### src/rtl/rt_pkg.sv
package rt_pkg;

  function automatic logic [1:0] band_of(int unsigned p, int unsigned e12,
                                         int unsigned e25, int unsigned e40);
    if (p <= e40) return 2'd3;
    if (p <= e25) return 2'd2;
    if (p <= e12) return 2'd1;
    return 2'd0;
  endfunction

  function automatic logic outside(int unsigned p, int unsigned lo, int unsigned hi);
    return (p < lo) || (p > hi);
  endfunction

  function automatic logic near(int unsigned m, int unsigned e, int unsigned div);
    int unsigned d;
    d = (m > e) ? (m - e) : (e - m);
    return (d * div) <= e;
  endfunction

  function automatic int unsigned smooth(int unsigned m, int unsigned e, int sh);
    int d;
    d = int'(m) - int'(e);
    return $unsigned(int'(e) + (d >>> sh));
  endfunction

endpackage

### src/rtl/period_meter.sv
module period_meter #(
  parameter int PW = 14,
  parameter int TO = 9830
)(
  input  logic          clk,
  input  logic          rst,
  input  logic          strobe,
  output logic          meas_evt,
  output logic [PW-1:0] meas_val,
  output logic          timeout_evt
);
  logic [PW-1:0] cnt;
  logic          have_prev;

  assign meas_evt    = strobe && have_prev;
  assign meas_val    = cnt;
  assign timeout_evt = have_prev && !strobe && (cnt == PW'(TO));

  always_ff @(posedge clk) begin
    if (rst) begin
      cnt       <= '0;
      have_prev <= 1'b0;
    end else if (strobe) begin
      cnt       <= PW'(1);
      have_prev <= 1'b1;
    end else if (timeout_evt) begin
      have_prev <= 1'b0;
    end else if (have_prev) begin
      cnt <= cnt + 1'b1;
    end
  end
endmodule

### src/rtl/period_loop.sv
module period_loop #(
  parameter int PW        = 14,
  parameter int LOCK_N    = 16,
  parameter int SMOOTH_SH = 4,
  parameter int WIN_DIV   = 50,
  parameter int P_MIN     = 446,
  parameter int P_MAX     = 4915
)(
  input  logic          clk,
  input  logic          rst,
  input  logic          meas_evt,
  input  logic [PW-1:0] meas_val,
  input  logic          timeout_evt,
  output logic [PW-1:0] est,
  output logic          locked,
  output logic          oor,
  output logic          est_upd
);
  localparam int LW = $clog2(LOCK_N + 1);

  logic          est_valid;
  logic [LW-1:0] lcnt, lcnt_next;
  logic [PW-1:0] est_next;
  logic          in_win;

  assign in_win = rt_pkg::near(32'(meas_val), 32'(est), WIN_DIV);

  always_comb begin
    if (est_valid) est_next = PW'(rt_pkg::smooth(32'(meas_val), 32'(est), SMOOTH_SH));
    else           est_next = meas_val;
  end

  always_comb begin
    if (!est_valid)                 lcnt_next = '0;
    else if (!in_win)               lcnt_next = '0;
    else if (lcnt == LW'(LOCK_N))   lcnt_next = lcnt;
    else                            lcnt_next = lcnt + 1'b1;
  end

  always_ff @(posedge clk) begin
    if (rst) begin
      est       <= '0;
      est_valid <= 1'b0;
      lcnt      <= '0;
      locked    <= 1'b0;
      oor       <= 1'b0;
      est_upd   <= 1'b0;
    end else begin
      est_upd <= meas_evt;
      if (timeout_evt) begin
        est_valid <= 1'b0;
        lcnt      <= '0;
        locked    <= 1'b0;
        oor       <= 1'b1;
      end else if (meas_evt) begin
        est       <= est_next;
        est_valid <= 1'b1;
        lcnt      <= lcnt_next;
        locked    <= (lcnt_next == LW'(LOCK_N));
        oor       <= rt_pkg::outside(32'(est_next), P_MIN, P_MAX);
      end
    end
  end
endmodule

### src/rtl/band_select.sv
module band_select #(
  parameter int PW     = 14,
  parameter int HYST_N = 8,
  parameter int P_12   = 2048,
  parameter int P_25   = 983,
  parameter int P_40   = 614
)(
  input  logic          clk,
  input  logic          rst,
  input  logic          est_upd,
  input  logic [PW-1:0] est,
  input  logic          oor,
  input  logic          timeout_evt,
  output logic [1:0]    domain
);
  localparam int RW = $clog2(HYST_N + 1);

  logic [1:0]    cand, pend;
  logic [RW-1:0] run;

  assign cand = rt_pkg::band_of(32'(est), P_12, P_25, P_40);

  always_ff @(posedge clk) begin
    if (rst) begin
      domain <= 2'd3;
      pend   <= 2'd3;
      run    <= '0;
    end else if (timeout_evt) begin
      run <= '0;
    end else if (est_upd) begin
      if (oor || cand == domain) begin
        run <= '0;
      end else if (run != '0 && cand == pend) begin
        if (run == RW'(HYST_N - 1)) begin
          domain <= cand;
          run    <= '0;
        end else begin
          run <= run + 1'b1;
        end
      end else begin
        pend <= cand;
        run  <= RW'(1);
      end
    end
  end
endmodule

### src/rtl/tick_gen.sv
module tick_gen #(
  parameter int PW = 14
)(
  input  logic          clk,
  input  logic          rst,
  input  logic          locked,
  input  logic [PW-1:0] est,
  output logic          tick
);
  logic [PW-1:0] tcnt;

  always_ff @(posedge clk) begin
    if (rst || !locked) begin
      tcnt <= '0;
      tick <= 1'b0;
    end else if (tcnt >= est - PW'(1)) begin
      tcnt <= '0;
      tick <= 1'b1;
    end else begin
      tcnt <= tcnt + 1'b1;
      tick <= 1'b0;
    end
  end
endmodule

### src/rtl/rate_tracker.sv
module rate_tracker #(
  parameter int REF_KHZ   = 24576,
  parameter int LOCK_N    = 16,
  parameter int HYST_N    = 8,
  parameter int SMOOTH_SH = 4,
  parameter int WIN_DIV   = 50,
  parameter int PW        = $clog2(2 * (REF_KHZ / 5) + 2)
)(
  input  logic          clk,
  input  logic          rst,
  input  logic          sample_strobe,
  output logic [PW-1:0] period_est,
  output logic          sample_tick,
  output logic [1:0]    domain,
  output logic          rate_valid,
  output logic          out_of_range
);
  localparam int P_SLOW = REF_KHZ / 5;
  localparam int P_12   = REF_KHZ / 12;
  localparam int P_25   = REF_KHZ / 25;
  localparam int P_40   = REF_KHZ / 40;
  localparam int P_FAST = REF_KHZ / 55;
  localparam int TO     = 2 * P_SLOW;

  logic          meas_evt, timeout_evt, est_upd, locked;
  logic [PW-1:0] meas_val;

  period_meter #(.PW(PW), .TO(TO)) u_meter (
    .clk(clk), .rst(rst), .strobe(sample_strobe),
    .meas_evt(meas_evt), .meas_val(meas_val), .timeout_evt(timeout_evt)
  );

  period_loop #(.PW(PW), .LOCK_N(LOCK_N), .SMOOTH_SH(SMOOTH_SH),
                .WIN_DIV(WIN_DIV), .P_MIN(P_FAST), .P_MAX(P_SLOW)) u_loop (
    .clk(clk), .rst(rst), .meas_evt(meas_evt), .meas_val(meas_val),
    .timeout_evt(timeout_evt), .est(period_est), .locked(locked),
    .oor(out_of_range), .est_upd(est_upd)
  );

  band_select #(.PW(PW), .HYST_N(HYST_N), .P_12(P_12), .P_25(P_25),
                .P_40(P_40)) u_band (
    .clk(clk), .rst(rst), .est_upd(est_upd), .est(period_est),
    .oor(out_of_range), .timeout_evt(timeout_evt), .domain(domain)
  );

  tick_gen #(.PW(PW)) u_tick (
    .clk(clk), .rst(rst), .locked(locked), .est(period_est), .tick(sample_tick)
  );

  assign rate_valid = locked && !out_of_range;
endmodule

### config.mk
export PLATFORM = sky130hd
export DESIGN_NAME = rate_tracker
export DESIGN_NICKNAME = d
export VERILOG_FILES = /design/src/rtl/rt_pkg.sv /design/src/rtl/period_meter.sv /design/src/rtl/period_loop.sv /design/src/rtl/band_select.sv /design/src/rtl/tick_gen.sv /design/src/rtl/rate_tracker.sv
export SDC_FILE = /design/constraint.sdc
export NUM_CORES = 1
export LEC_CHECK = 0
export BUFFER_PORTS_ARGS = -buffer_cell sky130_fd_sc_hd__buf_2
export CAP_MARGIN = 20
export CORE_ASPECT_RATIO = 2
export CORE_MARGIN = 2
export CORE_UTILIZATION = 54
export CTS_BUF_LIST = sky130_fd_sc_hd__clkbuf_8
export DETAILED_ROUTE_END_ITERATION = 16
export GPL_ROUTABILITY_DRIVEN = 0
export PLACE_DENSITY_LB_ADDON = 0.08
export SYNTH_ARGS = -nofsm -noshare
export SYNTH_HDL_FRONTEND = slang
export SYNTH_SLANG_ARGS = --single-unit
### constraint.sdc
create_clock -name clk -period 6.8 [get_ports clk]
set_input_delay 2.04 -clock clk [delete_from_list [all_inputs] [get_ports clk]]
set_output_delay 2.04 -clock clk [all_outputs]
set_load 0.01 [all_outputs]
==> impl_metrics.csv, run 1 <==
group,metric,value,unit
timing,slew_headroom,33.3,%
detailed_routing,route.vias.total,7195,
cts,numCtsBuffers,9,
cts,path_clk_slew,0.07,ns
grt,grt_max_degree,32,
critical_path,endpoint_kind,"flip-flop",
cells_and_area,design_area,8800,um2
timing,period_needed,6.61,ns
critical_path,crit_end,"u_loop.lcnt[1]",
critical_path,cp_slowest_cell,"or4_4",
die,design.core.area,13400,um2
die,ios,22,
timing,whs,0.480,ns
synthesis,synth-edff-count,0,
cts,clk_path_buf_depth,2,
grt,antenna_found_initial,0,
outcome,status,"complete, no violations",
cts,postCtsHoldBufs,0,
cts,insertion_delay,0.35,ns
timing,max_freq,151,MHz
cts,h-tree-depth,3,
detailed_routing,dr.pass1.iters,4,
cts,cts_tree,"yes",
placement,io_buffers,21,
detailed_routing,routed_wl,22600,um
critical_path,max_stage_delay,0.59,ns
die,chipHeight,169,um
synthesis,ys_ff_latch,61,
timing,setup_viol,0,
cts,clock_tree.root_cell,"clkbuf_8",
synthesis,seq_area_frac_synth,16.7,%
critical_path,r2r_end,"u_loop.lcnt[1]",
die,die_area,14600,um2
die,die_w,86.4,um
grt,grt_pass1_wl,35700,um
detailed_routing,viasPerCell,6.05,
detailed_routing,detail_route.drc_violations,0,
critical_path,r2r-start,"u_loop.est[6]",
cells_and_area,antenna_cells,0,
timing,maxSlewViolCount,0,
hold_path,hold_path_class,"reg -> reg",
timing,fin_ws,0.191,ns
cells_and_area,area_delta_synth_final,20.2,%
critical_path,critPathMostFrequentCell,"ha_1",
cells_and_area,drive_above_1_share,21.0,%
synthesis,avgSynthCellArea,7.89,um2
cells_and_area,final_util,65.9,%
power,vdd_drop_max,0.000317,V
cells_and_area,num-nets-final,1169,
timing,hold_viol,0,
detailed_routing,routedWlPerCell,19.0,um
synthesis,ys.flop_type,"dfxtp_1",
critical_path,required,7.08,ns
flow_run,cap_violations,0,
die,start_util,54.8,%
power,total_power,4.51,mW
cells_and_area,fillers,1197,
cells_and_area,final_common_cell,"ha_1",
power,power.leakage,3.88,nW
critical_path,rr_worst_depth,31,
placement,post_dp_cell_area,8170,um2
synthesis,yosys.cell_types.count,69,
detailed_routing,antenna_left,0,
critical_path,worstSetupStartpointType,"flip-flop",
grt,grt.total_usage,31.4,%
synthesis,netlist_instances,928,
power,p_per_area,512,nW/um2
synthesis,synth_warnings,0,
critical_path,cp_data_arrival_time,6.89,ns
critical_path,cp_max_fo,7,
placement,hpwl,18400,um
cts,cts_num_sinks,61,
timing,finalCritPeriodShare,97.2,%
timing,worst_clock_skew,0.00672,ns
synthesis,syn_nets,1068,
placement,dp_slack,-0.328,ns
critical_path,crit_start,"u_loop.est[6]",
critical_path,timing.reg2reg.setup_slack,0.19,ns
timing,worst_pin_slew,0.995,ns
detailed_routing,initialDrtViolationCount,288,
cells_and_area,final_cell_mix,"ha_1 (109), buf_4 (95), nor2_1 (94)",
grt,grt_pass1_vias,7512,
synthesis,syn_area,7330,um2
critical_path,worst-setup-path-type,"reg -> reg",
synthesis,synthArstFlopShare,0,%
die,rows,60,
grt,overflow,0,
## layout make-up
class	instances	area (um2)	share of cell area [%]
multi-input combinational	752	6010	68.2
timing repair buffer	122	890	10.1
tap	155	194	2.20
sequential	61	1230	14.0
clock buffer	11	151	1.72
inverter	83	312	3.54
clock inverter	5	20.0	0.227
## synthesized netlist by cell type, types with 22 or more instances
cell type | n | share of area (%)
a21o_1 | 26 | 2.7
a21oi_1 | 58 | 4.0
clkbuf_1 | 26 | 1.3
dfxtp_1 | 61 | 17
ha_1 | 120 | 20
inv_1 | 83 | 4.3
nand2_1 | 61 | 3.1
nand3_1 | 23 | 1.6
nor2_1 | 96 | 4.9
nor3_1 | 22 | 1.5
o21ai_0 | 39 | 2.7
xnor2_1 | 57 | 6.8
xor2_1 | 22 | 2.6
## routing by layer
metal | share of wire [%] | wire length, um | vias up | track usage, %
met5 | 0 | 0 | - | 0
met4 | 8.8 | 2000 | 0 | 24.5
met3 | 2.7 | 606 | 103 | 3.17
met2 | 55 | 12500 | 175 | 61.1
met1 | 33 | 7530 | 3429 | 27.7
li1 | - | - | 3488 | -
## how the worst min path moves through the flow
stage                      from          endpoint  slack (ns)  cells past startpoint
6_report         u_tick.tcnt[0]    u_tick.tcnt[0]        0.48                      1
5_1_grt          u_tick.tcnt[0]    u_tick.tcnt[0]        0.52                      1
4_1_cts          u_tick.tcnt[0]    u_tick.tcnt[0]        0.49                      1
3_5_place_dp     u_tick.tcnt[0]    u_tick.tcnt[0]        0.47                      1
3_3_place_gp   u_loop.est_valid  u_loop.est_valid        0.45                      2
2_1_floorplan     u_loop.locked     u_loop.locked        0.44                      2
## state kept, by name, indices dropped and copies added, names as in the netlist
signal,flops
u_loop.locked,1
u_loop.est_valid,1
u_meter.meas_val,14
u_tick.tick,1
u_tick.tcnt,14
u_loop.lcnt,5
u_loop.est,14
u_loop.oor,1
u_band.domain,2
u_loop.est_upd,1
u_meter.have_prev,1
u_band.run,4
u_band.pend,2
## worst max-delay path, delay by kind of cell (launching register included)
family / cells / cell delay (ns)
AO/OA/AOI/OAI: 11 / 1.86
XOR/XNOR: 1 / 0.16
adder cells (fa/ha/maj): 6 / 2.11
buffers and inverters: 5 / 0.63
flip-flops: 1 / 0.33
AND/OR/NAND/NOR: 8 / 1.44
## stage by stage
step | instances | TNS, ns
3_3_place_gp | 1161 | 0
2_1_floorplan | 928 | 0
6_report | 1189 | 0
4_1_cts | 1181 | 0
3_5_place_dp | 1161 | -1.56
5_1_grt | 1189 | -0.146
## where the power goes
group          internal (mW)  switching [mW]  leakage, nW
logic                   1.77            2.08         3.28
registers              0.367         0.00808        0.497
clock network          0.146           0.140        0.104
total                   2.28            2.23         3.88
## kinds of logic (layout without fill, tap and decap cells)
family,count (synthesis),in the layout,synth area share [%]
xor gates and xnor gates,79,79,9.44
muxes,17,17,2.37
DFF,61,61,16.7
buffers and inverters,115,221,6.06
and+or+nand+nor,309,309,21.4
adders and majority gates,137,137,25.1
AOI/OAI and AO/OA,210,210,18.9
## repair_timing
| item | 4_1_cts | 5_1_grt |
|---|---|---|
| cloned | 1 | 0 |
| endpoints found under the setup margin | 6 | 6 |
| resized for setup | 23 | 58 |
| pin swaps | 7 | 32 |
| setup buffers | 3 | 7 |
No activity file was read; power rests on OpenSTA's default activity.
==> inputs of run 2 (changes only) <==
ABC_AREA = 1   (was not set)
==> impl_metrics.csv, run 2 <==
group,metric,value,unit
grt,grt_max_degree,25,
cells_and_area,drive_above_1_share,12.9,%
cells_and_area,area_delta_synth_final,7.92,%
detailed_routing,detail_route.drc_violations,0,
detailed_routing,route.vias.total,7672,
detailed_routing,antenna_left,0,
cts,cts_num_sinks,61,
detailed_routing,routed_wl,25400,um
critical_path,max_stage_delay,0.52,ns
synthesis,ys_ff_latch,61,
cts,cts_tree,"yes",
cts,insertion_delay,0.36,ns
synthesis,netlist_instances,1133,
critical_path,r2r-start,"u_loop.est[9]",
critical_path,cp_data_arrival_time,6.66,ns
power,power.leakage,4.16,nW
critical_path,worstSetupStartpointType,"flip-flop",
die,start_util,55.0,%
timing,whs,0.469,ns
critical_path,worst-setup-path-type,"reg -> reg",
detailed_routing,routedWlPerCell,18.6,um
die,design.core.area,14300,um2
synthesis,synth-edff-count,0,
detailed_routing,dr.pass1.iters,5,
outcome,status,"complete, no violations",
timing,worst_clock_skew,0.0153,ns
synthesis,syn_nets,1274,
cts,h-tree-depth,3,
synthesis,seq_area_frac_synth,15.5,%
grt,grt.total_usage,34.4,%
power,p_per_area,502,nW/um2
critical_path,crit_end,"u_loop.locked",
critical_path,r2r_end,"u_loop.locked",
synthesis,yosys.cell_types.count,53,
cells_and_area,antenna_cells,0,
detailed_routing,viasPerCell,5.62,
power,vdd_drop_max,0.000232,V
synthesis,synthArstFlopShare,0,%
timing,max_freq,157,MHz
synthesis,avgSynthCellArea,6.93,um2
cts,clk_path_buf_depth,2,
die,ios,22,
critical_path,required,7.10,ns
timing,slew_headroom,45.2,%
critical_path,cp_slowest_cell,"fa_1",
critical_path,rr_worst_depth,36,
critical_path,endpoint_kind,"flip-flop",
cells_and_area,final_util,59.4,%
placement,hpwl,21300,um
hold_path,hold_path_class,"reg -> reg",
die,die_w,89.3,um
cts,path_clk_slew,0.08,ns
flow_run,cap_violations,0,
synthesis,synth_top_area_share,19.3,%
timing,worst_pin_slew,0.819,ns
synthesis,synth_warnings,0,
placement,io_buffers,21,
timing,period_needed,6.36,ns
grt,antenna_found_initial,0,
critical_path,crit_start,"u_loop.est[9]",
cts,numCtsBuffers,9,
hold_path,min_path_cells,1,
timing,maxSlewViolCount,0,
die,die_area,15600,um2
timing,finalCritPeriodShare,93.5,%
cells_and_area,fillers,1494,
grt,grt_pass1_vias,7850,
critical_path,timing.reg2reg.setup_slack,0.44,ns
synthesis,synth_top_area_cell,"ha_1",
synthesis,ys_top_cells_by_count,"nand2_1 (206), inv_1 (166), ha_1 (121)",
cells_and_area,num-nets-final,1308,
synthesis,ys.flop_type,"dfxtp_1",
grt,grt_pass1_wl,40000,um
detailed_routing,initialDrtViolationCount,328,
cts,clock_tree.root_cell,"clkbuf_8",
grt,overflow,0,
die,chipHeight,175,um
timing,hold_viol,0,
power,total_power,4.26,mW
cells_and_area,final_cell_mix,"nand2_1 (205), inv_1 (165), ha_1 (119)",
synthesis,ys_top_cells_by_area,"ha_1 (19%), dfxtp_1 (16%), nand2_1 (9.8%), inv_1 (7.9%), a21oi_1 (6.1%)",
critical_path,cp_max_fo,17,
cells_and_area,final_common_cell,"nand2_1",
synthesis,syn_area,7850,um2
synthesis,yosysMostFrequentCell,"nand2_1",
timing,setup_viol,0,
die,rows,62,
==> run 2: cell count changes after synthesis, moves of 18 or more <==
cell,previous run,this run
o21ai_0,39,80
xor2_1,22,40
a21oi_1,58,96
xnor2_1,57,16
nand2_1,61,206
a21o_1,26,7
inv_1,83,166
nor2_1,96,74
nand3_1,23,57
==> run 2: worst min path at each step <==
stage                              start        endpoint  slack, ns
after floorplan           u_tick.tcnt[0]  u_tick.tcnt[0]       0.43
after global placement    u_tick.tcnt[0]  u_tick.tcnt[0]       0.45
after detailed placement  u_tick.tcnt[0]  u_tick.tcnt[0]       0.46
after CTS                 u_tick.tcnt[0]  u_tick.tcnt[0]       0.47
after global routing      u_tick.tcnt[0]  u_tick.tcnt[0]       0.50
final                     u_tick.tcnt[0]  u_tick.tcnt[0]       0.47
==> run 2: metal layers <==
layer / part of all wire (%) / wire length (um) / global-route usage [%] / vias to the layer above
met5: 0 / 0 / 0 / -
met4: 10 / 2550 / 27.5 / 0
met3: 3.9 / 992 / 5.27 / 120
met2: 54 / 13700 / 62.8 / 219
met1: 32 / 8130 / 31.4 / 3528
li1: - / - / - / 3805
==> run 2: timing repair <==
action / CTS / global route
setup endpoints to repair: 0 / 6
resized for setup: 0 / 16
setup buffers: 0 / 2
hold buffers: 0 / 0
==> run 2: cell type report <==
class | instances | area (um2) | share of cell area, %
clock buffer | 9 | 124 | 1.46
timing repair buffer | 45 | 285 | 3.37
clock inverter | 7 | 76.3 | 0.901
tap | 192 | 240 | 2.83
inverter | 179 | 676 | 7.97
multi-input combinational | 871 | 5850 | 69.1
sequential | 61 | 1220 | 14.4
==> run 2: worst max-delay path: cells and delay by family, from the launching register on <==
family | cells | cell delay (ns)
adders and majority gates | 6 | 2.25
buffers and inverters | 6 | 0.63
AOI/OAI and AO/OA | 5 | 0.90
and+or+nand+nor | 17 | 1.94
xor gates and xnor gates | 2 | 0.26
DFF | 1 | 0.33
==> run 2: cells by family after synthesis <==
group                    count (synthesis)  synth area share [%]
AO/OA/AOI/OAI                          230                  16.4
buffers and inverters                  201                  10.4
flip-flops                              61                  15.5
XOR/XNOR                                56                  6.25
adder cells (fa/ha/maj)                138                  23.6
AND/OR/NAND/NOR                        447                  27.8
==> run 2: through the flow <==
stage          area (um2)  setup slack, ns  cells  setup TNS [ns]
2_1_floorplan        7850            0.995   1133               0
3_3_place_gp         8220            0.396   1346               0
3_5_place_dp         8220            0.322   1346               0
4_1_cts              8420            0.312   1362               0
5_1_grt              8480          -0.0261   1364         -0.0677
6_report             8480            0.440   1364               0
==> run 2: report_power, final <==
group | total (mW) | switching (mW) | internal, mW
combinational | 3.55 | 2.27 | 1.28
clock | 0.332 | 0.162 | 0.170
sequential | 0.377 | 0.0103 | 0.367
==> inputs of run 3 (changes only) <==
CORE_ASPECT_RATIO = not set   (was 2)
CORE_UTILIZATION = 45   (was 54)
==> impl_metrics.csv, run 3 (synthesized netlist as in run 2, its figures left out) <==
group,metric,value,unit
critical_path,cp_slowest_cell,"fa_1",
cells_and_area,antenna_cells,0,
die,ios,22,
timing,slew_headroom,44.1,%
die,chipHeight,136,um
power,vdd_drop_max,0.000396,V
critical_path,r2r-start,"u_loop.est[6]",
power,p_per_area,460,nW/um2
detailed_routing,top_layer,"met4",
grt,grt_pass1_wl,37100,um
cells_and_area,area_delta_synth_final,8.97,%
flow_run,cap_violations,0,
timing,maxSlewViolCount,0,
power,power_frac_seq,9.5,%
power,p_switching,2.18,mW
hold_path,holdCritStartpoint,"u_tick.tcnt[0]",
die,rows,48,
timing,max_freq,159,MHz
critical_path,cp_max_fo,17,
detailed_routing,initialDrtViolationCount,508,
critical_path,max_stage_delay,0.53,ns
die,die_area,18500,um2
cts,cts_tree,"yes",
power,total_power,3.94,mW
cells_and_area,multiInputGateArea,5850,um2
detailed_routing,wl_met2,10200,um
critical_path,worst-setup-path-type,"reg -> reg",
cts,h-tree-depth,3,
detailed_routing,route.vias.total,7372,
critical_path,cp_top_family,"adder cells",
power,clkPwrFrac,9.0,%
detailed_routing,detail_route.drc_violations,0,
detailed_routing,viasPerCell,5.26,
detailed_routing,m1WireLength,11300,um
critical_path,cp_data_arrival_time,6.58,ns
critical_path,required,7.10,ns
timing,tns,0,ns
timing,worst_pin_slew,0.836,ns
placement,place_inst,1382,
detailed_routing,antenna_left,0,
power,p_int,1.76,mW
cells_and_area,drive_above_1_share,13.6,%
detailed_routing,wl_met3,880,um
timing,worst_clock_skew,0.0278,ns
timing,period_needed,6.28,ns
cells_and_area,final_cell_mix,"nand2_1 (206), inv_1 (165), ha_1 (115)",
timing,setup_viol,0,
grt,grt_pass1_vias,6991,
grt,grt.total_usage,25.9,%
placement,io_buffers,21,
timing,hold_viol,0,
critical_path,path_buf_inv,6,
cells_and_area,final_cells,1402,
die,die_w,136,um
grt,grt_max_degree,25,
power,switching_share,55.3,%
cts,path_clk_slew,0.09,ns
power,power.leakage,4.19,nW
timing,finalCritPeriodShare,92.3,%
grt,antenna_found_initial,0,
cts,insertion_delay,0.39,ns
cells_and_area,final_common_cell,"nand2_1",
critical_path,crit_start,"u_loop.est[6]",
die,start_util,45.7,%
cts,clock_tree.root_cell,"clkbuf_8",
placement,hpwl,19400,um
cells_and_area,regArea,1220,um2
die,design.core.area,17200,um2
detailed_routing,routed_wl,23100,um
critical_path,worstSetupStartpointType,"flip-flop",
cells_and_area,num-nets-final,1313,
cts,numCtsBuffers,9,
grt,overflow,0,
cts,cts_num_sinks,61,
outcome,status,"complete, no violations",
hold_path,hold_path_class,"reg -> reg",
critical_path,critPathMostFrequentCell,"ha_1",
detailed_routing,dr.pass1.iters,5,
detailed_routing,routedWlPerCell,16.5,um
power,power_frac_comb,81.4,%
cts,clk_path_buf_depth,2,
critical_path,endpoint_kind,"flip-flop",
cells_and_area,fillers,1788,
run 3: changes by cell type in the layout (fill, tap and decap cells not counted), moves of 2 or more:
cell	previous run	this run
o21ai_0	73	75
o21ai_1	10	8
ha_2	2	6
ha_1	119	115
buf_4	24	29
run 3: metal layers:
layer | GRT usage, % | vias up
li1 | - | 3822
met1 | 36.0 | 3350
met2 | 41.1 | 168
met3 | 3.62 | 32
met4 | 9.09 | 0
met5 | 0 | -
run 3: power groups by stage:
stage | clock network, mW | registers, mW | logic [mW]
after floorplan | 0 | 0.391 | 2.41
after global routing | 0.376 | 0.377 | 3.71
after CTS | 0.365 | 0.375 | 3.16
final | 0.356 | 0.376 | 3.21
after detailed placement | 0 | 0.384 | 3.13
after global placement | 0 | 0.384 | 3.13
run 3: what timing repair did:
action                                 in CTS  in global routing
hold buffers                                0                  0
setup buffers                               0                  4
setup endpoints to repair                   0                  6
gates resized for setup                     0                 18
endpoints found under the hold margin       0                  0
run 3: layout make-up:
type | count | area share (%)
Inverter | 179 | 7.94
Multi-Input combinational cell | 871 | 68.4
Clock buffer | 9 | 1.45
Timing Repair Buffer | 50 | 3.77
Sequential cell | 61 | 14.3
Tap cell | 225 | 3.29
Clock inverter | 7 | 0.877
run 3: path summary, 6_finish.rpt:
kind / end / slack, ns / cells after the start
setup reg to reg: u_loop.locked / 0.52 / 34
hold reg to reg: u_tick.tcnt[0] / 0.47 / 1
setup / recovery: u_loop.locked / 0.52 / 34
hold / removal: u_tick.tcnt[0] / 0.47 / 1
run 3: per-stage QoR:
stage                     worst slack (ns)  util [%]  area, um2  hold slack, ns
after CTS                            0.189      49.4       8480           0.480
after floorplan                      0.995         -       7850           0.430
after detailed placement             0.232      48.2       8280           0.468
after global placement               0.383      48.2       8280           0.447
after global routing               -0.0105      49.8       8560           0.500
final                                0.521      49.8       8560           0.474
